**config.mk**
```make
export PLATFORM = sky130hd
export DESIGN_NAME = fetch_stall_ctrl
export DESIGN_NICKNAME = d
export VERILOG_FILES = /design/src/rtl/fsc_pkg.sv /design/src/rtl/fsc_hazard.sv /design/src/rtl/fsc_fetch.sv /design/src/rtl/fsc_exec.sv /design/src/rtl/fetch_stall_ctrl.sv
export SDC_FILE = /design/constraint.sdc
export NUM_CORES = 1
export LEC_CHECK = 0
export BUFFER_PORTS_ARGS = -buffer_cell sky130_fd_sc_hd__buf_2
export CAP_MARGIN = 20
export CORE_MARGIN = 1
export CORE_UTILIZATION = 35
export CTS_CLUSTER_DIAMETER = 80
export CTS_CLUSTER_SIZE = 12
export DETAILED_ROUTE_END_ITERATION = 7
export PLACE_DENSITY = 0.73
export SLEW_MARGIN = 0
export SYNTH_ARGS = -nofsm -noshare
export SYNTH_HDL_FRONTEND = slang
export SYNTH_SLANG_ARGS = --single-unit
```
**constraint.sdc**
```tcl
create_clock -name clk -period 2.2 [get_ports clk]
set_input_delay 0.22 -clock clk [delete_from_list [all_inputs] [get_ports clk]]
set_output_delay 0.22 -clock clk [all_outputs]
set_load 0.05 [all_outputs]
```
**src/rtl/fsc_pkg.sv**
```systemverilog
package fsc_pkg;

    // What the fetch side does in a cycle; redirect outranks everything.
    typedef enum logic [1:0] {
        FA_HOLD     = 2'd0,
        FA_DISPATCH = 2'd1,
        FA_REDIRECT = 2'd2
    } fetch_act_e;

    // A scoreboard hit counts only when the register field is in use.
    function automatic logic qualified_hit(input logic used, input logic hit);
        return used & hit;
    endfunction

endpackage

```
**src/rtl/fsc_hazard.sv**
```systemverilog
module fsc_hazard #(
    parameter int NCHK = 3
) (
    input  logic [NCHK-1:0] fld_vld,
    input  logic [NCHK-1:0] fld_hit,
    output logic            stall
);
    import fsc_pkg::*;

    logic [NCHK-1:0] hit_q;

    generate
        for (genvar i = 0; i < NCHK; i++) begin : g_chk
            assign hit_q[i] = qualified_hit(fld_vld[i], fld_hit[i]);
        end
    endgenerate

    assign stall = |hit_q;
endmodule

```
**src/rtl/fsc_fetch.sv**
```systemverilog
module fsc_fetch #(
    parameter int              ADDR_W   = 32,
    parameter logic [ADDR_W-1:0] RESET_PC = '0
) (
    input  logic              clk,
    input  logic              rst_n,
    input  logic              inst_vld,
    input  logic              stall,
    input  logic              disp_rdy,
    input  logic [ADDR_W-1:0] pred_npc,
    input  logic              redir_pend,
    input  logic [ADDR_W-1:0] redir_tgt,
    output logic [ADDR_W-1:0] pc,
    output logic              epoch,
    output logic              fire,
    output logic              take
);
    import fsc_pkg::*;

    typedef struct packed {
        logic [ADDR_W-1:0] pc;
        logic              epoch;
    } fstate_t;

    fstate_t    st_d, st_q;
    fetch_act_e act_d;

    always_comb begin
        st_d = st_q;
        if (redir_pend) begin
            act_d = FA_REDIRECT;
        end else if (inst_vld && !stall && disp_rdy) begin
            act_d = FA_DISPATCH;
        end else begin
            act_d = FA_HOLD;
        end

        case (act_d)
            FA_REDIRECT: begin
                st_d.pc    = redir_tgt;
                st_d.epoch = ~st_q.epoch;
            end
            FA_DISPATCH: st_d.pc = pred_npc;
            default:     st_d    = st_q;
        endcase
    end

    always_ff @(posedge clk) begin
        if (!rst_n) begin
            st_q.pc    <= RESET_PC;
            st_q.epoch <= 1'b0;
        end else begin
            st_q <= st_d;
        end
    end

    assign pc    = st_q.pc;
    assign epoch = st_q.epoch;
    assign fire  = (act_d == FA_DISPATCH);
    assign take  = (act_d == FA_REDIRECT);
endmodule

```
**src/rtl/fsc_exec.sv**
```systemverilog
module fsc_exec #(
    parameter int ADDR_W = 32
) (
    input  logic              clk,
    input  logic              rst_n,
    input  logic              ex_vld,
    input  logic              ex_epoch,
    input  logic              ex_mispredict,
    input  logic [ADDR_W-1:0] ex_target,
    input  logic              take,
    output logic              epoch,
    output logic              redir_pend,
    output logic [ADDR_W-1:0] redir_tgt,
    output logic              commit,
    output logic              kill,
    output logic              remove
);
    typedef struct packed {
        logic              epoch;
        logic              pend;
        logic [ADDR_W-1:0] tgt;
    } estate_t;

    estate_t st_d, st_q;
    logic    match;

    always_comb begin
        st_d   = st_q;
        match  = (ex_epoch == st_q.epoch);
        commit = ex_vld && match;
        kill   = ex_vld && !match;
        remove = ex_vld;

        // Consumption first, so a fresh redirect in the same cycle survives.
        if (take) begin
            st_d.pend = 1'b0;
        end
        if (commit && ex_mispredict) begin
            st_d.pend  = 1'b1;
            st_d.tgt   = ex_target;
            st_d.epoch = ~st_q.epoch;
        end
    end

    always_ff @(posedge clk) begin
        if (!rst_n) begin
            st_q.epoch <= 1'b0;
            st_q.pend  <= 1'b0;
            st_q.tgt   <= '0;
        end else begin
            st_q <= st_d;
        end
    end

    assign epoch      = st_q.epoch;
    assign redir_pend = st_q.pend;
    assign redir_tgt  = st_q.tgt;
endmodule

```
**src/rtl/fetch_stall_ctrl.sv**
```systemverilog
module fetch_stall_ctrl #(
    parameter int                ADDR_W   = 32,
    parameter int                IDX_W    = 5,
    parameter logic [ADDR_W-1:0] RESET_PC = '0
) (
    input  logic              clk,
    input  logic              rst_n,
    input  logic              inst_vld,
    input  logic              src_a_vld,
    input  logic              src_a_hit,
    input  logic              src_b_vld,
    input  logic              src_b_hit,
    input  logic              dst_vld,
    input  logic [IDX_W-1:0]  dst_idx,
    input  logic              dst_hit,
    input  logic [ADDR_W-1:0] pred_npc,
    input  logic              disp_rdy,
    output logic [ADDR_W-1:0] pc,
    output logic              fetch_epoch,
    output logic              disp_vld,
    output logic [ADDR_W-1:0] disp_pc,
    output logic [ADDR_W-1:0] disp_npc,
    output logic              disp_epoch,
    output logic              sb_ins,
    output logic [IDX_W-1:0]  sb_ins_dst,
    output logic              sb_ins_dst_vld,
    output logic              redir_take,
    input  logic              ex_vld,
    input  logic              ex_epoch,
    input  logic              ex_mispredict,
    input  logic [ADDR_W-1:0] ex_target,
    output logic              exec_epoch,
    output logic              ex_commit,
    output logic              ex_kill,
    output logic              sb_remove
);
    localparam int NCHK = 3;

    logic              stall;
    logic              fire;
    logic              pend;
    logic [ADDR_W-1:0] tgt;

    fsc_hazard #(.NCHK(NCHK)) i_hazard (
        .fld_vld ({dst_vld, src_b_vld, src_a_vld}),
        .fld_hit ({dst_hit, src_b_hit, src_a_hit}),
        .stall   (stall)
    );

    fsc_fetch #(.ADDR_W(ADDR_W), .RESET_PC(RESET_PC)) i_fetch (
        .clk        (clk),
        .rst_n      (rst_n),
        .inst_vld   (inst_vld),
        .stall      (stall),
        .disp_rdy   (disp_rdy),
        .pred_npc   (pred_npc),
        .redir_pend (pend),
        .redir_tgt  (tgt),
        .pc         (pc),
        .epoch      (fetch_epoch),
        .fire       (fire),
        .take       (redir_take)
    );

    fsc_exec #(.ADDR_W(ADDR_W)) i_exec (
        .clk           (clk),
        .rst_n         (rst_n),
        .ex_vld        (ex_vld),
        .ex_epoch      (ex_epoch),
        .ex_mispredict (ex_mispredict),
        .ex_target     (ex_target),
        .take          (redir_take),
        .epoch         (exec_epoch),
        .redir_pend    (pend),
        .redir_tgt     (tgt),
        .commit        (ex_commit),
        .kill          (ex_kill),
        .remove        (sb_remove)
    );

    assign disp_vld       = fire;
    assign disp_pc        = pc;
    assign disp_npc       = pred_npc;
    assign disp_epoch     = fetch_epoch;
    assign sb_ins         = fire;
    assign sb_ins_dst     = dst_idx;
    assign sb_ins_dst_vld = dst_vld;
endmodule

```
Word-level counts from Yosys, hierarchy flattened

Cells that the tools add are included.

Output and inout port bits: 111
Register bits: 67
Input bits: 82
Logic and storage cells: 28

Reductions and logical operators: 10
Equal/unequal tests: 3
Multiplexer cells: 5
Bitwise operators: 5

Operator list:

| kind                                                                   | count |
|---|---|
| 32-bit case mux with 2 select lines                                    | 1 |
| 33-bit 2-to-1 mux                                                      | 1 |
| 1-bit logical AND                                                      | 5 |
| 2-bit nonzero test                                                     | 2 |
| 1-bit AND                                                              | 3 |
| 3-bit OR reduction                                                     | 1 |
| 2-bit by 1-bit equality test with 1-bit output (second input constant) | 1 |
| 2-bit equality test (second input constant)                            | 1 |
| 1-bit zero test                                                        | 2 |
| 1-bit 2-to-1 mux                                                       | 2 |
| 2-bit 2-to-1 mux                                                       | 1 |
| 1-bit inverter                                                         | 2 |
| 1-bit equality test                                                    | 1 |

Logic depth before layout (Yosys ltp)

Depth after elaboration: 10
Mapped depth: 6
Gate-level depth less buffers: 3

By module

From an unflattened synthesis, not the netlist that was laid out.

Cell total of the unflattened synthesis: 411
Area, all modules: 3651.0 um^2

By module, submodules not included:

| module           | instances | seq. area each (um^2) | cells each | area each (um^2) |
|---|---|---|---|---|
| fsc_fetch        | 1         | 660.6                 | 185        | 1682.9 |
| fsc_exec         | 1         | 680.7                 | 152        | 1413.9 |
| fetch_stall_ctrl | 1         | 0.0                   | 72         | 540.5 |
| fsc_hazard       | 1         | 0.0                   | 2          | 13.8 |

Least setup slack after synthesis

OpenSTA, ideal clock, no wires.

Kind: input port to output port
Start point: in src_b_vld
End point: out sb_ins
Data arrival time: 2073 ps
Stages on the path: 6
Data required time: 1980 ps
Buffers on the path: 3
Slack: -93 ps
Path through: a22o_1 or3_1 buf_6 buf_6 nor2_1 buf_4

Longest elaborated chain between the ends: 8

Ends and longest elaborated chain:

| item                                           | line                   | RTL |
|---|---|---|
| start, declared                                | fetch_stall_ctrl.sv:11 | `input logic src_b_vld,` |
| 1-bit AND                                      | fsc_pkg.sv:12          | `return used & hit;` |
| 3-bit OR reduction                             | fsc_hazard.sv:18       | `assign stall = \|hit_q;` |
| 1-bit zero test                                | fsc_fetch.sv:32        | `end else if (inst_vld && !stall && disp_rdy) begin` |
| 1-bit logical AND (2 in series)                | fsc_fetch.sv:32        |  |
| 1-bit 2-to-1 mux                               | fsc_fetch.sv:32        |  |
| 2-bit 2-to-1 mux                               | fsc_fetch.sv:30        | `if (redir_pend) begin` |
| 2-bit by 1-bit equality test with 1-bit output | fsc_fetch.sv:59        | `assign fire = (act_d == FA_DISPATCH);` |
| end, declared                                  | fetch_stall_ctrl.sv:24 | `output logic sb_ins,` |

Every way passes these cells.

Worst setup path in the final report

Start point: reg i_exec.epoch (netlist name)
End point: out ex_commit

Longest elaborated chain between the ends: 2

Ends and longest elaborated chain:

| item                | line                   | RTL |
|---|---|---|
| 1-bit equality test | fsc_exec.sv:29         | `match = (ex_epoch == st_q.epoch);` |
| 1-bit logical AND   | fsc_exec.sv:30         | `commit = ex_vld && match;` |
| end, declared       | fetch_stall_ctrl.sv:33 | `output logic ex_commit,` |

Every way passes these cells.

==> flow_summary.ini <==
[final_layout]
multi_input_area_um2 = 1463
regArea_um2 = 1341
n_fill_cell = 1001
final_layout_size_suffix_gt1_share_pct = 41.15
area_delta_synth_final_pct = 18.54
final_core_util_pct = 42.72
nets = 597

[worst_hold_path]
min-delay-start = ex_target[2]
worstHoldPathType = in2reg

[timing]
slew_headroom_pct = 59.01
hold_violations = 0
slew_violations = 0
final.period_utilization_pct = 88.32
fin_crit_ps = 1943
setup_tns_ps = 0
finClkSkew_ps = 10.05
rsz0062_at_grt = no
setup_viol = 0
worst_slew_pin_slew_ps = 611.8
fmax_ghz = 0.5147

[synthesis]
synth-async-reset-ratio_pct = 0
ys_seq_area_share_pct = 38.08
yosysWarnings = 0
ys.flop_type = dfxtp_1
ys_top_cells_by_area = dfxtp_1, buf_4, o311ai_0, nand2_1, o211ai_1
synthCells = 424
syn_nets = 506
syn_area_per_cell_um2 = 8.307
synth_top_area_share_pct = 38.08
synth_edf_count = 0
synth_top_cell_by_area = dfxtp_1
ys_ff_latch = 67
ys_types = 23
synth_common_cells = buf_4, dfxtp_1, nand2_1
syn-cell-area_um2 = 3522
synth_most_common_cell = buf_4

[power_and_ir_drop]
p_sw_w = 0.001013
p_seq_share_pct = 43.0
clockPowerShare_pct = 33.8
p_leak_nw = 1.856
ir_drop_mv = 0.2661
power.share.switching_pct = 33.79
power_density_nw_per_um2 = 718.2
p_int_w = 0.001986
combPwrFrac_pct = 23.2
p_total_w = 0.002999

[routing]
drt_iter0_drc = 184
drt-total-wl_mm = 9.704
ant_nets = 0
vias = 3371
drcViolationCount = 0
post_drt_wl_per_cell_um = 14.84
dr.pass1.iters = 4
viasPerCell = 5.154

[die]
core_um2 = 9774
die_height_um = 102.3
initial_core_util_pct = 36.03
pin_count = 193
die_x_um = 102.3
die_area_um2 = 10470
placementRows = 36

[global_route]
grt_max_degree = 37
grt_overflow_total = 0
track_usage_pct = 18.35
grt_pass1_wl_mm = 15.01
grt_pass1_vias = 3120
antenna_found_initial = 3

[cts]
cts_buffer_depth = 2
clkLatencyLatePin_ps = 340
postCtsSetupRepairBufs = 0
tritoncts = yes
cts_made_buffers = 9
ctsResizeCount = 0
cts_hold_buf = 0
cts_sinks = 67
clkTransAtPathRegs_ps = 70
ctsRootBufferMaster = clkbuf_8
cts_htree_levels = 3

[setup_path]
startpoint_type = flip-flop
cp.arrival_ps = 1720
crit_required_ps = 1980
path_class = reg2out
cp_max_fo = 14
reg2reg_from = i_exec.epoch
critPathLaunch = i_exec.epoch
setup.worst_path.end_class = primary output

[placed_design]
routabilityCongestion = 0.7579
post-dp-hpwl_mm = 6.900
port_buffers = 182

[outcome]
status = finished, final reports clean

[job]
drv_cap = 0
-- metal layers --
metal	wire [µm]	vias to the layer above	share of wire [%]	track usage [%]
met2	4464	147	46	30.30
met5	22	-	0.23	0
met1	4329	1588	45	22.67
li1	-	1611	-	-
met4	200	4	2.1	7.473
met3	688	21	7.1	4.856
-- layout make-up --
cell class	count	area share, %
Sequential cell	67	32.12
Timing Repair Buffer	195	24.15
Clock inverter	5	1.259
Clock buffer	11	3.386
Multi-Input combinational cell	242	35.03
Antenna cell	1	0.05993
Tap cell	133	3.986
-- cell usage in the layout (no fill, tap or decap), types with 2 or more instances in the layout --
cell type  netlist  layout
a21boi_0        30      30
a21boi_1         2       2
and2_1           6       6
buf_2            5     182
buf_4           73      13
clkbuf_8         0      10
clkinv_2         0       3
dfxtp_1         67      67
nand2_1         67      67
nand3_1         32      32
o211ai_1        32      32
o21ai_0         32      32
o311ai_0        32      32
-- power groups by stage --
stage / registers [W] / clock network, W / logic, W
2_1_floorplan: 0.00139 / 0 / 0.000504
3_3_place_gp: 0.00131 / 0 / 0.000684
3_5_place_dp: 0.00132 / 0 / 0.000695
4_1_cts: 0.00129 / 0.00105 / 0.000696
5_1_grt: 0.00130 / 0.00110 / 0.000744
6_report: 0.00129 / 0.00102 / 0.000695
-- per-stage QoR --
stage          worst slack (ps)  area [µm²]  cells  hold slack, ps
2_1_floorplan             185.7        3525    424           366.6
3_3_place_gp              638.7        3979    637           440.3
3_5_place_dp              503.6        3979    637           440.3
4_1_cts                   211.2        4173    653           122.1
5_1_grt                   109.3        4173    653           123.5
6_report                  256.9        4175    654           141.1
-- sequential cells by signal (all words and copies together), names as in the netlist --
name,count
i_exec.redir_tgt,32
i_fetch.pc,32
i_exec.epoch,1
i_exec.redir_pend,1
i_fetch.epoch,1
-- critical path, stage by stage (launching register included) --
cell,delay [ps]
dfxtp_1,380
xnor2_2,540
and2_1,210
buf_2,260
-- kinds of logic (layout without fill, tap and decap cells) --
logic type / Yosys count / in the layout / synth area share (%)
AOI/OAI and AO/OA: 130 / 130 / 26.68
xor gates and xnor gates: 3 / 3 / 0.7461
DFF: 67 / 67 / 38.08
and+or+nand+nor: 109 / 109 / 13.39
other: 0 / 1 / 0
buffers and inverters: 115 / 211 / 21.10
-- worst paths after layout --
check / end / slack [ps] / cells after the start
worst min-delay path: i_exec.redir_tgt[2] / 140 / 3
worst min register to register: i_fetch.pc[25] / 460 / 2
worst max register to register: i_exec.redir_tgt[20] / 540 / 4
worst max-delay path: ex_commit / 260 / 3
Note: power is estimated with default switching activity, not from simulation.
